<file path="config.mk">
export PLATFORM = sky130hd
export DESIGN_NAME = pt_burst_consumer
export DESIGN_NICKNAME = d
export VERILOG_FILES = /design/src/rtl/pt_pkg.sv /design/src/rtl/pt_ctrl.sv /design/src/rtl/pt_datapath.sv /design/src/rtl/pt_burst_consumer.sv
export SDC_FILE = /design/constraint.sdc
export NUM_CORES = 1
export LEC_CHECK = 0
export BUFFER_PORTS_ARGS = -buffer_cell sky130_fd_sc_hd__buf_2
export CORE_MARGIN = 2
export CORE_UTILIZATION = 41
export CTS_CLUSTER_SIZE = 40
export DETAILED_ROUTE_END_ITERATION = 10
export GPL_TIMING_DRIVEN = 0
export MAX_ROUTING_LAYER = met4
export PLACE_DENSITY_LB_ADDON = 0.25
export SLEW_MARGIN = 10
export SYNTH_ARGS = -nofsm -noshare
export SYNTH_HDL_FRONTEND = slang
export SYNTH_SLANG_ARGS = --single-unit
export TNS_END_PERCENT = 10
</file>
<file path="constraint.sdc">
create_clock -name clk -period 1.9 [get_ports clk]
set_clock_uncertainty 0.15 [all_clocks]
set_input_delay 0.285 -clock clk [delete_from_list [all_inputs] [get_ports clk]]
set_output_delay 0.285 -clock clk [all_outputs]
set_load 0.005 [all_outputs]
</file>
<file path="src/rtl/pt_pkg.sv">
package pt_pkg;
  typedef enum logic [1:0] {
    PH_IDLE   = 2'd0,
    PH_ADDR   = 2'd1,
    PH_STREAM = 2'd2,
    PH_DRAIN  = 2'd3
  } phase_t;

  // strobes from control to datapath, all one cycle wide
  typedef struct packed {
    logic latchStatus;
    logic loadAddr;
    logic takeWord;
    logic flagUnsup;
  } ctl_strobes_t;
endpackage

</file>
<file path="src/rtl/pt_ctrl.sv">
module pt_ctrl
  import pt_pkg::*;
#(
  parameter int GAP_W = 2
) (
  input  logic             clk,
  input  logic             rstN,
  input  logic             attnN,
  input  logic             burstN,
  input  logic             wrFlag,
  input  logic [GAP_W-1:0] throttle,
  output ctl_strobes_t     strobes,
  output logic             addrPhase,
  output logic             streamPhase,
  output logic             readyOn
);
  phase_t phase, phaseNext;
  logic [GAP_W-1:0] gapCnt, gapNext;
  logic attnOn, endSeen, wordMove;

  assign attnOn   = !attnN;
  assign endSeen  = attnN && burstN;
  assign readyOn  = (phase == PH_STREAM) && (gapCnt == '0);
  assign wordMove = readyOn && attnOn && !endSeen;

  always_comb begin
    phaseNext = phase;
    gapNext   = gapCnt;
    strobes   = '0;
    unique case (phase)
      PH_IDLE: begin
        if (attnOn) begin
          strobes.latchStatus = 1'b1;
          if (wrFlag) begin
            phaseNext = PH_ADDR;
          end else begin
            phaseNext         = PH_DRAIN;
            strobes.flagUnsup = 1'b1;
          end
        end
      end
      PH_ADDR: begin
        strobes.loadAddr = 1'b1;
        phaseNext        = PH_STREAM;
        gapNext          = '0;
      end
      PH_STREAM: begin
        if (endSeen) begin
          phaseNext = PH_IDLE;
          gapNext   = '0;
        end else if (wordMove) begin
          strobes.takeWord = 1'b1;
          gapNext          = throttle;
        end else if (gapCnt != '0) begin
          gapNext = gapCnt - 1'b1;
        end
      end
      PH_DRAIN: begin
        if (!attnOn) phaseNext = PH_IDLE;
      end
      default: phaseNext = PH_IDLE;
    endcase
  end

  always_ff @(posedge clk) begin
    if (!rstN) begin
      phase  <= PH_IDLE;
      gapCnt <= '0;
    end else begin
      phase  <= phaseNext;
      gapCnt <= gapNext;
    end
  end

  assign addrPhase   = (phase == PH_ADDR);
  assign streamPhase = (phase == PH_STREAM);
endmodule

</file>
<file path="src/rtl/pt_datapath.sv">
module pt_datapath
  import pt_pkg::*;
#(
  parameter int DATA_W   = 32,
  parameter int BE_W     = DATA_W / 8,
  parameter int REGION_W = 2,
  parameter int IDX_W    = 8
) (
  input  logic                clk,
  input  logic                rstN,
  input  ctl_strobes_t        strobes,
  input  logic [REGION_W-1:0] regionNum,
  input  logic [BE_W-1:0]     byteEnN,
  input  logic [DATA_W-1:0]   dataBus,
  output logic                addrValid,
  output logic [DATA_W-1:0]   addrOut,
  output logic                wordValid,
  output logic [DATA_W-1:0]   wordData,
  output logic [BE_W-1:0]     wordBeN,
  output logic [REGION_W-1:0] wordRegion,
  output logic [IDX_W-1:0]    wordIdx,
  output logic                unsupported
);
  logic [IDX_W-1:0] idxCnt;

  // status held for the whole access
  always_ff @(posedge clk) begin
    if (!rstN) begin
      wordBeN    <= '1;
      wordRegion <= '0;
    end else if (strobes.latchStatus) begin
      wordBeN    <= byteEnN;
      wordRegion <= regionNum;
    end
  end

  always_ff @(posedge clk) begin
    if (!rstN) begin
      addrValid <= 1'b0;
      addrOut   <= '0;
    end else begin
      addrValid <= strobes.loadAddr;
      if (strobes.loadAddr) addrOut <= dataBus;
    end
  end

  always_ff @(posedge clk) begin
    if (!rstN) begin
      wordValid <= 1'b0;
      wordData  <= '0;
      wordIdx   <= '0;
      idxCnt    <= '0;
    end else begin
      wordValid <= strobes.takeWord;
      if (strobes.latchStatus) idxCnt <= '0;
      else if (strobes.takeWord) begin
        wordData <= dataBus;
        wordIdx  <= idxCnt;
        idxCnt   <= idxCnt + 1'b1;
      end
    end
  end

  always_ff @(posedge clk) begin
    if (!rstN) unsupported <= 1'b0;
    else       unsupported <= strobes.flagUnsup;
  end
endmodule

</file>
<file path="src/rtl/pt_burst_consumer.sv">
module pt_burst_consumer
  import pt_pkg::*;
#(
  parameter int DATA_W     = 32,
  parameter int REGION_W   = 2,
  parameter int GAP_W      = 2,
  parameter int IDX_W      = 8,
  parameter int REG_ADDR_W = 8,
  parameter logic [REG_ADDR_W-1:0] REG_OFS = 8'h2C,
  localparam int BE_W      = DATA_W / 8
) (
  input  logic                  clk,
  input  logic                  rstN,
  input  logic                  attnN,
  input  logic                  burstN,
  input  logic [REGION_W-1:0]   regionNum,
  input  logic                  wrFlag,
  input  logic [BE_W-1:0]       byteEnN,
  input  logic [GAP_W-1:0]      throttle,
  input  logic [DATA_W-1:0]     dataBus,
  output logic                  selN,
  output logic [REG_ADDR_W-1:0] regAddr,
  output logic                  addrRdN,
  output logic                  rdN,
  output logic                  readyN,
  output logic                  addrValid,
  output logic [DATA_W-1:0]     addrOut,
  output logic                  wordValid,
  output logic [DATA_W-1:0]     wordData,
  output logic [BE_W-1:0]       wordBeN,
  output logic [REGION_W-1:0]   wordRegion,
  output logic [IDX_W-1:0]      wordIdx,
  output logic                  unsupported
);
  ctl_strobes_t strobes;
  logic addrPhase, streamPhase, readyOn;

  pt_ctrl #(.GAP_W(GAP_W)) uCtrl (
    .clk(clk), .rstN(rstN), .attnN(attnN), .burstN(burstN),
    .wrFlag(wrFlag), .throttle(throttle), .strobes(strobes),
    .addrPhase(addrPhase), .streamPhase(streamPhase), .readyOn(readyOn)
  );

  pt_datapath #(.DATA_W(DATA_W), .BE_W(BE_W), .REGION_W(REGION_W), .IDX_W(IDX_W)) uData (
    .clk(clk), .rstN(rstN), .strobes(strobes), .regionNum(regionNum),
    .byteEnN(byteEnN), .dataBus(dataBus), .addrValid(addrValid),
    .addrOut(addrOut), .wordValid(wordValid), .wordData(wordData),
    .wordBeN(wordBeN), .wordRegion(wordRegion), .wordIdx(wordIdx),
    .unsupported(unsupported)
  );

  // bridge-side pins; the data register is selected from the address cycle on
  assign addrRdN = !addrPhase;
  assign selN    = !(addrPhase || streamPhase);
  assign regAddr = (addrPhase || streamPhase) ? REG_OFS : '0;
  assign rdN     = !streamPhase;
  assign readyN  = !readyOn;
endmodule

</file>
# [Word level (Yosys, flattened, before mapping)]
# Index checks and enable logic that the tools add are counted.
[word_totals] register_bits=93 out_inout_bits=93
[classes] add_sub_neg=2 reduce_logical=20 n_bitwise=3 n_mux=17 eq_ne=7
[ops] op="$mux 2" count=7
[ops] op="$add 8x1->8 const B" count=1
[ops] op="$pmux 2 s4" count=1
[ops] op="$mux 1" count=7
[ops] op="$logic_not 1->1" count=6
[ops] op="$mux 6" count=1
[ops] op="$eq 2x2->1 const B" count=2
[ops] op="$logic_and 1x1->1" count=4
[ops] op="$logic_not 2->1" count=2
[ops] op="$ne 2x2->1 const B" count=2
[ops] op="$ne 4x1->1 const B" count=1
[ops] op="$pmux 2 s2" count=1
[ops] op="$reduce_and 2->1" count=2
[ops] op="$reduce_bool 2->1" count=2
[ops] op="$not 1->1" count=3
[ops] op="$reduce_and 3->1" count=1
[ops] op="$reduce_or 3->1" count=1
[ops] op="$eq 2x1->1 const B" count=1
[ops] op="$ne 2x1->1 const B" count=1
[ops] op="$reduce_or 2->1" count=1
[ops] op="$sub 2x1->2 const B" count=1
[ops] op="$logic_or 1x1->1" count=1

# [Depth between registers and ports, before layout]
[logic_depth] depth_word=8 depth_mapped=7 depth_no_buf=6

# [Hierarchy]
# A second synthesis with hierarchy kept.
[unflattened] cells_unflattened=399 area_unflattened_um2=3773.6
[by_module_without_submodules] module="pt_datapath" area_each_um2=3328.2 cells_per_inst=342 instances=1 seq_area_each_um2=1781.7
[by_module_without_submodules] module="pt_ctrl" area_each_um2=367.9 cells_per_inst=44 instances=1 seq_area_each_um2=80.1
[by_module_without_submodules] module="pt_burst_consumer" area_each_um2=77.6 cells_per_inst=13 instances=1 seq_area_each_um2=0.0

# [Least setup slack after synthesis]
# Ideal clock, no wire load.
[synth_path] path_type="register -> register" from="reg uCtrl.phase[0]" to="reg uData.idxCnt[6]" slack_ns=0.301 synth_period_minus_slack_ns=1.599 stages_incl_launch_ff=8 required_ns=1.629 arrival_ns=1.328 cell_sequence="dfxtp_1 inv_1 ha_1 and3b_1 buf_4 nand4_1 xor2_1 nor2_1"
[synth_via] elab_chain_cells=7
[synth_lines] item="start: declaration" line="pt_ctrl.sv:17" text="phase_t phase, phaseNext;"
[synth_lines] item="start signal: assignment" line="pt_ctrl.sv:70" text="phase <= phaseNext;"
[synth_lines] item="$eq 2x2->1" line="pt_ctrl.sv:23, pt_ctrl.sv:30"
[synth_lines] item="$logic_and 1x1->1" line="pt_ctrl.sv:23" text="assign readyOn = (phase == PH_STREAM) && (gapCnt == '0);"
[synth_lines] item="$logic_and 1x1->1 (2 in a row)" line="pt_ctrl.sv:24" text="assign wordMove = readyOn && attnOn && !endSeen;"
[synth_lines] item="$mux 1" line="pt_ctrl.sv:51" text="end else if (wordMove) begin"
[synth_lines] item="$mux 1" line="pt_ctrl.sv:48" text="if (endSeen) begin"
[synth_lines] item="$mux 1" line="pt_ctrl.sv:30" text="unique case (phase)"
[synth_lines] item="end signal: assignment" line="pt_datapath.sv:59" text="idxCnt <= idxCnt + 1'b1;"
[synth_lines] item="end: declaration" line="pt_datapath.sv:24" text="logic [IDX_W-1:0] idxCnt;"
# Parallel ways exist; a longest one is shown, timed or not.
# A chain may end at the register's enable or synchronous reset.

# [Final worst setup path]
[layout_path] from="reg uCtrl.phase[1]" to="out addrRdN"
[layout_via] elab_chain_cells=2
[layout_lines] item="$eq 2x1->1" line="pt_ctrl.sv:75" text="assign addrPhase = (phase == PH_ADDR);"
[layout_lines] item="named net addrPhase" line="pt_burst_consumer.sv:36" text="logic addrPhase, streamPhase, readyOn;"
[layout_lines] item="$logic_not 1->1" line="pt_burst_consumer.sv:53" text="assign addrRdN = !addrPhase;"
[layout_lines] item="end: declaration" line="pt_burst_consumer.sv:23" text="output logic addrRdN,"
# The timed path passes the listed nets, and every way through them passes these cells.

==> impl_metrics.prom <==
# TYPE chip_impl_metric gauge
chip_impl_info{name="critical-path-top-delay-family",value="buffers and inverters"} 1
chip_impl_metric{name="relSlewSlack",unit=""} 0.6654
chip_impl_metric{name="timing.final.max_slew_violations",unit=""} 0
chip_impl_info{name="crit_chain",value="inv_2, ha_1, buf_6, buf_12, inv_1, buf_2"} 1
chip_impl_info{name="layout_common_cells",value="buf_2 (134), nand2_1 (101), dfxtp_1 (92), mux2i_1 (33), nor2b_1 (33)"} 1
chip_impl_metric{name="cts_setup_buffers",unit=""} 0
chip_impl_info{name="endpoint_of_the_worst_slack_reg_to_reg_timing_path",value="uCtrl.phase[1]"} 1
chip_impl_metric{name="weighted_congestion_at_the_end_of_routability_driven_global_placement",unit=""} 0.7913
chip_impl_metric{name="area.growth.synth_to_final",unit="%"} 29.53
chip_impl_metric{name="place_hpwl",unit="um"} 6499
chip_impl_metric{name="port-buffer-count",unit=""} 131
chip_impl_metric{name="path_clk_slew",unit="ns"} 0.08
chip_impl_metric{name="n_antenna_cell",unit=""} 0
chip_impl_metric{name="cpPeakStageDelay",unit="ns"} 0.37
chip_impl_metric{name="design.final.nets",unit=""} 603
chip_impl_metric{name="worst-path-max-fanout",unit=""} 10
chip_impl_metric{name="power.switching_fraction",unit=""} 0.3073
chip_impl_metric{name="final.period_utilization",unit=""} 0.9764
chip_impl_metric{name="power_density",unit="nW/um^2"} 1047
chip_impl_info{name="critical_path.reg2reg.startpoint",value="uCtrl.phase[0]"} 1
chip_impl_metric{name="via_per_inst",unit=""} 4.753
chip_impl_metric{name="grt_antenna_before_repair",unit=""} 0
chip_impl_metric{name="yosysSeqAreaShare",unit=""} 0.5056
chip_impl_info{name="ctsRootBufferMaster",value="clkbuf_8"} 1
chip_impl_metric{name="timing.hold.worst_path_depth",unit=""} 3
chip_impl_info{name="tritoncts",value="done"} 1
chip_impl_metric{name="final_util",unit=""} 0.5469
chip_impl_info{name="synth_top_area_cell",value="dfxtp_1"} 1
chip_impl_metric{name="finalCriticalPeriod",unit="ns"} 1.855
chip_impl_metric{name="die_w",unit="um"} 98.77
chip_impl_info{name="timing.critical_path.to",value="addrRdN"} 1
chip_impl_metric{name="antenna_left",unit=""} 0
chip_impl_info{name="synth.top_cells.by_area",value="dfxtp_1 (51%), nand2_1 (10%), mux2i_1 (9.0%), a21boi_0 (6.3%), nor2b_1 (5.6%)"} 1
chip_impl_metric{name="power.share.combinational",unit=""} 0.314
chip_impl_metric{name="final-hold-violation-count",unit=""} 0
chip_impl_metric{name="first_iter_violations",unit=""} 77
chip_impl_metric{name="drcViolationCount",unit=""} 0
chip_impl_metric{name="number_of_iterations_in_the_first_detailed_routing_pass",unit=""} 4
chip_impl_metric{name="total_switching_power",unit="W"} 0.001534
chip_impl_metric{name="rr_worst_depth",unit=""} 6
chip_impl_metric{name="htree_levels",unit=""} 3
chip_impl_metric{name="wire_length_of_the_first_global_routing_pass",unit="um"} 13890
chip_impl_metric{name="initial_core_util",unit=""} 0.4222
chip_impl_metric{name="placeableCoreArea",unit="sq um"} 8721
chip_impl_metric{name="clock_power_share",unit=""} 0.223
chip_impl_metric{name="nFillCells",unit=""} 841
chip_impl_metric{name="area_share_of_the_largest_cell_type_after_synthesis",unit=""} 0.5056
chip_impl_metric{name="later_pin_clock_latency_in_the_skew_report",unit="ns"} 0.34
chip_impl_metric{name="clock.fmax",unit="MHz"} 539.0
chip_impl_metric{name="numClockSinks",unit=""} 93
chip_impl_metric{name="cts_made_buffers",unit=""} 9
chip_impl_metric{name="irDropWorstVdd",unit="uV"} 581.0
chip_impl_metric{name="drive_gt1_frac",unit=""} 0.3110
chip_impl_metric{name="gr-total-overflow",unit=""} 0
chip_impl_info{name="start_kind",value="flop"} 1
chip_impl_metric{name="total_power",unit="W"} 0.004992
chip_impl_info{name="critical-path-slowest-cell",value="dfxtp_4"} 1
chip_impl_metric{name="placed_area",unit="sq um"} 4488
chip_impl_metric{name="die_h",unit="um"} 98.77
chip_impl_info{name="final_common_cell",value="buf_2"} 1
chip_impl_info{name="outcome",value="completed"} 1
chip_impl_metric{name="via_count",unit=""} 3142
chip_impl_metric{name="worst_slew_pin_slew",unit="ns"} 0.5019
chip_impl_metric{name="floorplan.io_pins",unit=""} 138
chip_impl_info{name="critical_path.endpoint_type",value="output pin"} 1
chip_impl_metric{name="drt_wl_total",unit="um"} 8673
chip_impl_metric{name="maximum_number_of_pins_on_one_net_before_global_route_repair",unit=""} 14
chip_impl_metric{name="synth-seq-cells",unit=""} 93
chip_impl_metric{name="arrival_time_reported_for_the_critical_path_endpoint",unit="ns"} 1.42
chip_impl_metric{name="reg2reg_slack",unit="ns"} 0.18
chip_impl_metric{name="number_of_cells_on_the_critical_path",unit=""} 6
chip_impl_metric{name="synthesis.area_per_instance",unit="sq um"} 9.206
chip_impl_metric{name="number_of_standard_cells_after_synthesis",unit=""} 400
chip_impl_metric{name="intPower",unit="W"} 0.003458
chip_impl_metric{name="path_buf_inv",unit=""} 5
chip_impl_metric{name="static_leakage",unit="nW"} 2.090
chip_impl_info{name="setup.worst_path.class",value="flop to output pin"} 1
chip_impl_info{name="worst_setup_path_start",value="uCtrl.phase[1]"} 1
chip_impl_metric{name="postLayoutCellArea",unit="sq um"} 4770
chip_impl_metric{name="detail_route.wl_per_cell",unit="um"} 13.12
chip_impl_metric{name="synth_warnings",unit=""} 0
chip_impl_metric{name="hold_slack",unit="ns"} 0.03212
chip_impl_metric{name="netlist-cell-type-count",unit=""} 31
chip_impl_metric{name="fp.dieArea",unit="sq um"} 9756
chip_impl_metric{name="max_cap_viol_count",unit=""} 0
chip_impl_metric{name="std_cell_rows",unit=""} 34
chip_impl_metric{name="worst-endpoint-required",unit="ns"} 1.46
chip_impl_metric{name="seqPwrFrac",unit=""} 0.463
chip_impl_info{name="unrepaired_setup_endpoints_after_global_routing",value="yes"} 1
chip_impl_metric{name="grt_util_all_layers",unit=""} 0.1820
chip_impl_metric{name="final-setup-viol-count",unit=""} 0
chip_impl_metric{name="vias_in_the_first_global_route",unit=""} 2899
chip_impl_metric{name="synth_area",unit="sq um"} 3682
chip_impl_info{name="worstHoldPathType",value="input port to flop"} 1
chip_impl_metric{name="buffer_depth_of_the_longest_clock_path",unit=""} 2
==> worst register-to-register path, stage by stage, from the launching register on <==
cell and delay [ns]:
dfxtp_1 0.40, inv_2 0.10, ha_4 0.20, nor3_1 0.18, a31oi_1 0.11, a211o_1 0.30, a21boi_0 0.20
==> cell families after synthesis <==
kind of cell             after synthesis  share of synthesized area
buffers and inverters                 38                    0.05131
adder cells (fa/ha/maj)                7                    0.02378
multiplexers                          33                    0.08971
XOR/XNOR                               6                    0.01427
AO/OA/AOI/OAI                         54                     0.1047
AND/OR/NAND/NOR                      168                     0.2097
flip-flops                            93                     0.5056
other                                  1                   0.001018
==> worst min-delay path by stage <==
| stage | startpoint | end | slack, ns |
|---|---|---|---|
| final | dataBus[9] | uData.wordData[9] | 0.03 |
| after global routing | dataBus[22] | uData.wordData[22] | 0.01 |
| after CTS | dataBus[22] | uData.wordData[22] | 0.02 |
| after detailed placement | uData.wordData[4] | uData.wordData[4] | 0.29 |
| after global placement | uData.wordData[9] | uData.wordData[9] | 0.29 |
| after floorplan | wrFlag | uData.unsupported | 0.21 |
==> metal layers <==
metal / share of wire / up-vias / GRT usage
met3: 0.061 / 13 / 0.04113
met4: 0.013 / 0 / 0.06006
li1: - / 1586 / -
met5: 0 / - / -
met1: 0.45 / 1451 / 0.2295
met2: 0.47 / 92 / 0.2900
==> through the flow <==
step	instances	TNS [ns]	setup WS, ns
6_report	661	0	0.04479
5_1_grt	661	-0.03148	-0.03148
4_1_cts	661	0	0.003066
3_5_place_dp	643	-0.2926	-0.04752
3_3_place_gp	643	0	0.02950
2_1_floorplan	404	0	0.3011
==> area by class of cell <==
class	count	area, sq um	share of cell area
multi-input cells	273	1679	0.3520
well taps	108	135.1	0.02833
inverters	8	30.03	0.006296
repair buffers	136	705.7	0.1480
clock inverters	2	12.51	0.002623
plain buffers	30	200.2	0.04197
clock buffers	11	141.4	0.02964
flip-flops and latches	93	1866	0.3911
==> power groups by stage <==
stage / Clock, W / Combinational, W / Sequential, W
after floorplan: 0 / 0.000898 / 0.00236
after detailed placement: 0 / 0.00146 / 0.00234
after global routing: 0.00124 / 0.00173 / 0.00234
after CTS: 0.00115 / 0.00152 / 0.00230
final: 0.00111 / 0.00157 / 0.00231
after global placement: 0 / 0.00143 / 0.00233
==> flip-flops by register name, summed over array words and instances (netlist names), 2 cells and up <==
name              flops
uData.wordData       32
uData.wordRegion      2
uData.addrOut        32
uData.idxCnt          8
uData.wordBeN         4
uData.wordIdx         8
uCtrl.phase           2
uCtrl.gapCnt          2
==> Yosys cell counts <==
cell      number
nor2b_1       33
nand2b_1       2
xor2_1         3
nand3b_2       1
or3_1          1
buf_2         13
and3_1         1
nand2_1      102
and2_1         2
conb_1         1
xnor2_1        3
o21ai_0        4
nand4b_1       1
nand3_1        5
clkbuf_1       9
ha_1           7
a21boi_0      31
a21oi_1        4
dfxtp_1       93
mux2i_1       33
inv_1          8
buf_4          8
nand4_1        4
nor3b_1        1
a21boi_1      13
a211o_1        1
nor2_1        10
nor2_2         1
a31oi_1        1
nor3_1         3
and3b_1        1
==> timing repair <==
action	CTS	global route
hold buffers	5	0
setup endpoints to repair	40	44
endpoints found under the hold margin	5	0
resized for setup	8	16
(Power assumes the default switching activity.)
